$ cat config.mk
export PLATFORM = sky130hd
export DESIGN_NAME = boot_mode_capture
export DESIGN_NICKNAME = d
export VERILOG_FILES = /design/src/rtl/bmc_pkg.sv /design/src/rtl/bmc_pin_sync.sv /design/src/rtl/bmc_release_timer.sv /design/src/rtl/bmc_mode_latch.sv /design/src/rtl/boot_mode_capture.sv
export SDC_FILE = /design/constraint.sdc
export NUM_CORES = 1
export LEC_CHECK = 0
export ABC_AREA = 1
export BUFFER_PORTS_ARGS = -buffer_cell sky130_fd_sc_hd__buf_2
export CORE_MARGIN = 2
export CORE_UTILIZATION = 45
export CTS_BUF_LIST = sky130_fd_sc_hd__clkbuf_4 sky130_fd_sc_hd__clkbuf_8 sky130_fd_sc_hd__clkbuf_16
export CTS_CLUSTER_SIZE = 8
export DETAILED_ROUTE_END_ITERATION = 16
export PLACE_DENSITY_LB_ADDON = 0.08
export SLEW_MARGIN = 20
export SYNTH_ARGS = -nofsm -noshare
export SYNTH_HDL_FRONTEND = slang
export SYNTH_SLANG_ARGS = --single-unit
export TNS_END_PERCENT = 1
$ cat constraint.sdc
create_clock -name clk -period 1.63 [get_ports clk]
set_clock_uncertainty 0.05 [all_clocks]
set_input_delay 0.0815 -clock clk [delete_from_list [all_inputs] [get_ports clk]]
set_output_delay 0.0815 -clock clk [all_outputs]
set_load 0.005 [all_outputs]
$ cat src/rtl/bmc_pkg.sv
// Package: shared helpers for the boot mode capture latch.
// Assumes: counts are small positive integers.
package bmc_pkg;
    // Width of a counter that must hold the value n.
    function automatic int unsigned cnt_width(input int unsigned n);
        return (n < 2) ? 1 : $clog2(n + 1);
    endfunction
endpackage

$ cat src/rtl/bmc_pin_sync.sv
// Module: multi-stage synchronizer for the boot strap pins.
// Assumes: the straps are quasi-static, so bit skew across stages is harmless.
module bmc_pin_sync #(
    parameter int unsigned WIDTH  = 2,
    parameter int unsigned STAGES = 2
) (
    input  logic             clk,
    input  logic             rst_n,
    input  logic [WIDTH-1:0] d_i,
    output logic [WIDTH-1:0] q_o
);
    logic [WIDTH-1:0] stg [STAGES];

    for (genvar s = 0; s < STAGES; s++) begin : g_stage
        if (s == 0) begin : g_first
            // Purpose: first flop takes the asynchronous pin value.
            always_ff @(posedge clk) begin
                if (!rst_n) stg[s] <= '0;
                else        stg[s] <= d_i;
            end
        end else begin : g_next
            // Purpose: each further flop lowers the chance of metastability.
            always_ff @(posedge clk) begin
                if (!rst_n) stg[s] <= '0;
                else        stg[s] <= stg[s-1];
            end
        end
    end

    assign q_o = stg[STAGES-1];
endmodule

$ cat src/rtl/bmc_release_timer.sv
// Module: reset-pin hold counter and sampling guard.
// Assumes: the pin request is level; the counter reloads while it stays high.
module bmc_release_timer
    import bmc_pkg::*;
#(
    parameter int unsigned HOLD_CYCLES  = 16,
    parameter int unsigned GUARD_CYCLES = 5
) (
    input  logic clk,
    input  logic rst_n,
    input  logic req_i,
    output logic drive_o,
    output logic guard_o
);
    localparam int unsigned CW = cnt_width(HOLD_CYCLES);
    localparam logic [CW-1:0] HOLD_C  = CW'(HOLD_CYCLES);
    localparam logic [CW-1:0] GUARD_C = CW'(GUARD_CYCLES);

    logic [CW-1:0] cnt_q;

    // Purpose: reload while requested, otherwise count down to zero.
    always_ff @(posedge clk) begin
        if (!rst_n)            cnt_q <= '0;
        else if (req_i)        cnt_q <= HOLD_C;
        else if (cnt_q != '0)  cnt_q <= cnt_q - 1'b1;
    end

    assign drive_o = (cnt_q != '0);
    assign guard_o = (cnt_q != '0) && (cnt_q <= GUARD_C);
endmodule

$ cat src/rtl/bmc_mode_latch.sv
// Module: capture register, phase-3 strobe and published boot mode.
// Assumes: rst_pin_i is already synchronized; low means reset asserted.
module bmc_mode_latch #(
    parameter int unsigned WIDTH = 2
) (
    input  logic             clk,
    input  logic             rst_n,
    input  logic             rst_pin_i,
    input  logic             soft_req_i,
    input  logic             guard_i,
    input  logic [WIDTH-1:0] pins_s_i,
    output logic [WIDTH-1:0] mode_o,
    output logic             phase3_o
);
    logic [WIDTH-1:0] cap_q;
    logic [WIDTH-1:0] mode_q;
    logic             pin_prev_q;
    logic             soft_prev_q;
    logic             phase3_q;
    logic             sample_en;
    logic             p3_start;

    assign sample_en = !rst_pin_i && !guard_i;
    assign p3_start  = (rst_pin_i && !pin_prev_q) ||
                       (rst_pin_i && soft_prev_q && !soft_req_i);

    // Purpose: capture the synchronized straps inside the sampling window.
    always_ff @(posedge clk) begin
        if (!rst_n)         cap_q <= '0;
        else if (sample_en) cap_q <= pins_s_i;
    end

    // Purpose: remember last pin level and soft request for edge detection.
    always_ff @(posedge clk) begin
        if (!rst_n) begin
            pin_prev_q  <= 1'b1;
            soft_prev_q <= 1'b0;
        end else begin
            pin_prev_q  <= rst_pin_i;
            soft_prev_q <= soft_req_i;
        end
    end

    // Purpose: raise the phase-3 strobe and publish the mode together.
    always_ff @(posedge clk) begin
        if (!rst_n) begin
            phase3_q <= 1'b0;
            mode_q   <= '0;
        end else begin
            phase3_q <= p3_start;
            if (p3_start) mode_q <= cap_q;
        end
    end

    assign mode_o   = mode_q;
    assign phase3_o = phase3_q;
endmodule

$ cat src/rtl/boot_mode_capture.sv
// Module: top of the reset boot mode capture latch.
// Assumes: rst_pin_i already includes the effect of rst_pin_drive_o on the pad.
module boot_mode_capture #(
    parameter int unsigned HOLD_CYCLES  = 16,
    parameter int unsigned GUARD_CYCLES = 5,
    parameter int unsigned MODE_W       = 2,
    parameter int unsigned SYNC_STAGES  = 2
) (
    input  logic              clk,
    input  logic              rst_n,
    input  logic              rst_pin_i,
    input  logic              pin_rst_req_i,
    input  logic              soft_rst_req_i,
    input  logic [MODE_W-1:0] boot_pins_i,
    output logic              rst_pin_drive_o,
    output logic [MODE_W-1:0] boot_mode_o,
    output logic              phase3_o
);
    logic [MODE_W-1:0] pins_s;
    logic              guard;

    bmc_pin_sync #(.WIDTH(MODE_W), .STAGES(SYNC_STAGES)) u_sync (
        .clk   (clk),
        .rst_n (rst_n),
        .d_i   (boot_pins_i),
        .q_o   (pins_s)
    );

    bmc_release_timer #(.HOLD_CYCLES(HOLD_CYCLES), .GUARD_CYCLES(GUARD_CYCLES)) u_timer (
        .clk     (clk),
        .rst_n   (rst_n),
        .req_i   (pin_rst_req_i),
        .drive_o (rst_pin_drive_o),
        .guard_o (guard)
    );

    bmc_mode_latch #(.WIDTH(MODE_W)) u_latch (
        .clk        (clk),
        .rst_n      (rst_n),
        .rst_pin_i  (rst_pin_i),
        .soft_req_i (soft_rst_req_i),
        .guard_i    (guard),
        .pins_s_i   (pins_s),
        .mode_o     (boot_mode_o),
        .phase3_o   (phase3_o)
    );
endmodule

---- After elaboration in Yosys (flattened, before gate mapping) ----
Memory sizes are Yosys's and may differ from the RTL's. A register that Yosys moved wholly into a read port is not among the register bits.
Cells that the tools add are included.
cells by class
  bitwise gates (word level) .............. 3
  shifts and indexed selects .............. 0
  $add $sub $neg .......................... 1
  $mul .................................... 0
  magnitude comparators ................... 1
  reductions and logical operators ........ 14
  muxes and demuxes ....................... 6
  div/mod/pow operators ................... 0
  equality and inequality tests ........... 0
operator list
  operator                                                         number
  2-to-1 mux 5 bit                                                 2
  less-or-equal comparator 5 x 3 -> 1 bit (second input constant)  1
  logical AND 1 bit                                                5
  zero test 1 bit                                                  5
  nonzero test 5 bit                                               1
  subtractor 5 x 1 -> 5 bit (second input constant)                1
  2-to-1 mux 2 bit                                                 2
  2-to-1 mux 1 bit                                                 2
  bitwise OR 1 bit                                                 2
  nonzero test 2 bit                                               1
  OR reduction 2 bit                                               1
  logical OR 1 bit                                                 1
  NOT 1 bit                                                        1
storage, ports and cells
  RAM bits ................................ 4
  bits of input ports ..................... 7
  output and inout bits ................... 4
  memories kept ........................... 1
  latch bits .............................. 0
  memory bits (read-only) ................. 0
  bits in registers ....................... 10
memories
  name        depth  bits a word  read ports  clocked after memory_dff  write ports  line                source
  u_sync.stg  2      2            2           1                         2            bmc_pin_sync.sv:12  logic [WIDTH-1:0] stg [STAGES];

---- Longest topological paths before layout ----
  word-level depth ........................ 4
  mapped depth ............................ 9
  depth with buffers taken out ............ 9

---- Modules after synthesis ----
From an unflattened synthesis, not the netlist that was laid out.
unflattened totals
  cell total of the unflattened synthesis .. 90
  area total of the unflattened synthesis .. 665.6 sq um
modules (own cells, without submodules)
  module             times used  area each (sq um)  cells each
  bmc_release_timer  1           296.5              44
  bmc_mode_latch     1           259.0              34
  bmc_pin_sync       1           110.1              12

---- Worst setup path before layout ----
OpenSTA, ideal clock, no wires.
  path kind ............................... reg2reg
  from .................................... register u_timer.cnt_q[0]
  to ...................................... register u_latch.cap_q[0], read port of u_sync.stg
  stages on the path, launching flop included .. 9
  required time ........................... 1.465 ns
  arrival ................................. 1.061 ns
  clock period less this slack ............ 1.226 ns
  library setup time ...................... 0.115 ns
  path buffers ............................ 0
  path slack .............................. 0.404 ns
  path through ............................ dfxtp_1 > inv_1 > ha_1 > inv_1 > nor2_2 > nor2_1 > nand2_2 > a21oi_1 > nor2_1
between the ends
  cells in the longest elaborated chain, start to end .. 4
  elaborated cells on any way between the ends .. 5
  those cells by class .................... order compare (1); reduce/logical (4)
ends and longest elaborated chain
  item                                                                           line                     source
  start, declared                                                                bmc_release_timer.sv:19  logic [CW-1:0] cnt_q;
  start signal, assigned                                                         bmc_release_timer.sv:25  else if (cnt_q != '0) cnt_q <= cnt_q - 1'b1;
  less-or-equal comparator 5 x 3 -> 1 bit or nonzero test 5 bit (tied branches)  bmc_release_timer.sv:29  assign guard_o = (cnt_q != '0) && (cnt_q <= GUARD_C);
  logical AND 1 bit *                                                            bmc_release_timer.sv:29
  zero test 1 bit *                                                              bmc_mode_latch.sv:23     assign sample_en = !rst_pin_i && !guard_i;
  logical AND 1 bit *                                                            bmc_mode_latch.sv:23
  end, declared                                                                  bmc_mode_latch.sv:15     logic [WIDTH-1:0] cap_q;
Mark *: on every way between the ends. The rest lies on a longest branch, timed or not.
A chain may end at the register's enable or synchronous reset.

---- Worst setup path in the final report ----
  from .................................... register u_timer.cnt_q[0]
  to ...................................... output port rst_pin_drive_o
between the ends
  cells in the longest elaborated chain, start to end .. 1
ends and longest elaborated chain
  item                line                     source
  nonzero test 5 bit  bmc_release_timer.sv:28  assign drive_o = (cnt_q != '0);
  end, declared       boot_mode_capture.sv:15  output logic rst_pin_drive_o,
No other way between the ends.

==> results.md <==
* VDD IR-drop max at 629 uV
* Layout cells sized above 1 at 19.4%
* Die H at 41.1 um
* CP peak stage delay at ~340 ps
* DP HPWL at between 600 and 700 um
* Total core area at 1300 sq um
* Period utilization at 90.7%
* Final nets at 108
* Slowest library cell on the worst path: dfxtp_1
* Worst r2r src: u_timer.cnt_q[0]
* Cell taking the most area after synthesis: dfxtp_1
* Pin count of the biggest net entering global routing at 12
* Final wirelength at 1010 um
* Power per cell area at 1100 nW/um^2
* Placed Cells at between 100 and 150
* Worst Path Max Fanout at 6
* Clk sinks at 16
* Cell row count at 13
* Tot GR Track Use at 14.7%
* H-tree levels at 1
* Syn Nets at 90
* Initial core utilization at approximately 48%
* CP Launch Type: register
* Max-slew violation count at 0
* Crit path buffers/inverters at 3
* Setup bufs post-CTS at 0
* Post-route cell area at approximately 770 sq um
* Cell count after synthesis at 81
* Initial drt markers at 9
* R2r setup slk at 290 ps
* Setup TNS at 0 ps
* Storage cell area at about 320 sq um
* Reg2reg path depth at 8
* Sequential area share after synthesis at approximately half
* CTS tree: built
* Synthesis Warnings at 0
* Top cells by area, synth: dfxtp_1 (52%), inv_1 (8.5%), nor2_1 (8.5%), nand2_1 (7.9%), a21oi_1 (4.8%)
* Critical-path cell list: inv_1, ha_1, inv_1, nor2_4, nand3_4, buf_2
* Worst-path clk slew at about 90 ps
* Critical path's top delay family: flip-flops
* Antenna cell count at 0
* Root cell of the clock tree: clkbuf_4
* Worst EP arrival at 1350 ps
* Congestion Overflow GR at 0
* Number of cells on the critical path at 6
* Synth cell count leaders: dfxtp_1 (16), inv_1 (14), nor2_1 (14)
* First-pass DRT Iterations at 5
* Hold Fails Final Rpt at 0
* Synthesized flop and latch total at 16
* Setup WS pre-CTS at 324 ps
* Top cell by count, worst path: inv_1
* CTS max path bufs at 2
* Worst setup EP type: output port
* Area of the multi-input gates at around 250 sq um
* Switching share of power at 26.9%
* Fin crit period at 1480 ps
* Number of buffers created by CTS at 3
* WL/cell at 8.97 um
* Pwr Total at approximately 850 uW
* Slew @ Worst Pin at 250 ps
* Critical path data required time at 1500 ps
* DR vias/cell at ~4.4
* First-pass GRT wire length at 1480 um
* Max-slew headroom at 83.3%
* Netlist Area Pre-Place at 621 sq um
* RSZ-0062 raised after global routing: false
* Cell Int Power at roughly 620 uW
* Fill cell count at 130
* Status: completed
* Clock power share at between 30% and 40%
* Power share of the sequential group at 51.3%
* Vias in the first global route at about 400
* LEAKAGE at just over 0.0004 uW
* Fmax at 677 MHz
* IO Port Bufs at 10
* Path category of the worst min-delay check: in2reg
* Async SR Flop Fraction at 0%
* Fin cells at 113
* Count of cell types in the netlist at 16
* Drc violations at 0
* Clk_lat worst skew at roughly 280 ps
* Syn Area/Cell at between 7 and 8 sq um
* GPL Wtd Cong at 0.789
* Gate power share at 18.2%
* Die W at approximately 41 um
* Antenna-violating nets left at 0
* Maxcap violations at 0
* Top FF cell, synth: dfxtp_1
* Yosys top cell area share at a little over 50%
* I/O pin cnt at 11
* Initial antenna violation count at 0
* Setup ws final at 152 ps
* Net Sw Power at about 230 uW
* Crit Reg-Reg Endpoint: u_latch.cap_q[1]
* Most frequent cell after synthesis: dfxtp_1
* Final setup viols at 0
* Post-synth EDFFs at 0
* Die area at 1690 sq um
* Worst setup path endpoint: rst_pin_drive_o
* Post-DP Area at a little under 700 sq um
* Critical Path Start: u_timer.cnt_q[0]
* Via count at 499
* WS Path Type: reg2out
* Synth-to-layout area growth at 24.2%
==> area by class of cell <==
type | count | share of cell area, %
sequential | 16 | 41.6
multi-input combinational | 48 | 31.8
timing repair buffer | 14 | 11.7
inverter | 16 | 7.79
clock buffer | 4 | 4.71
tap | 15 | 2.44
==> worst register-to-register path, cell delays in order, from the launching register on <==
cell     delay [ps]
dfxtp_1         380
inv_1            80
ha_1            210
inv_1           100
nor2_4           50
nor2_1          110
nand2_2          80
a21oi_1         120
nor2_1           50
==> repair_timing <==
item                                   CTS  global route
gates resized for setup                  0             2
endpoints found under the hold margin    4             0
hold buffers                             4             0
setup endpoints to repair                0             1
==> metrics by stage <==
step,hold WS (ps),utilization (%)
after global routing,24.1,59.2
after detailed placement,218,52.4
after global placement,213,52.4
after floorplan,129,-
final,13.2,59.2
after CTS,3.77,58.3
==> kinds of logic after synthesis <==
logic type | count (synthesis) | share of synthesized area, %
simple gates | 34 | 23.8
buf+inv | 17 | 10.9
flops | 16 | 51.6
compound gates | 12 | 9.68
fa+ha+maj | 2 | 4.03
==> sequential cells by signal, summed over array words and instances (netlist names) <==
name	cells
u_sync.stg	4
u_latch.cap_q	2
u_latch.phase3_o	1
u_latch.soft_prev_q	1
u_timer.cnt_q	5
u_latch.mode_o	2
u_latch.pin_prev_q	1
==> power groups by stage <==
stage / Sequential [uW] / Clock [uW] / Combinational [uW]
after CTS: 436 / 269 / 144
after floorplan: 443 / 0 / 102
after global placement: 445 / 0 / 135
final: 437 / 259 / 155
after detailed placement: 445 / 0 / 136
after global routing: 441 / 285 / 179
==> worst min path at each step <==
stage / slack [ps] / to / depth (start not counted) / start
after floorplan: 130 / u_latch.soft_prev_q / 2 / soft_rst_req_i
after global placement: 210 / u_sync.stg[0][0] / 3 / boot_pins_i[0]
after detailed placement: 220 / u_sync.stg[0][1] / 3 / boot_pins_i[1]
after CTS: 4 / u_latch.pin_prev_q / 3 / rst_pin_i
after global routing: 20 / u_latch.pin_prev_q / 3 / rst_pin_i
final: 10 / u_latch.pin_prev_q / 3 / rst_pin_i
==> placed cells by master (no fill, tap or decap), drive strengths merged <==
master	Yosys	layout
a21oi	6	6
nor2	15	15
inv	16	16
dlygate4sd3	0	4
nand3b	1	1
dfxtp	16	16
buf	1	10
ha	2	2
nand3	3	3
clkbuf	0	4
nand4	1	1
nand2	14	14
o21ai	6	6
==> per-layer routing <==
layer | part of all wire (%) | global-route usage [%] | up-vias | wire length, um
met1 | 54 | 14.8 | 207 | 544
met2 | 40 | 23.0 | 9 | 410
met4 | 1.5 | 12.1 | 0 | 15
met5 | 0 | 0 | - | 0
met3 | 4.2 | 6.52 | 2 | 43
li1 | - | - | 281 | -
(Power assumes the default switching activity.)
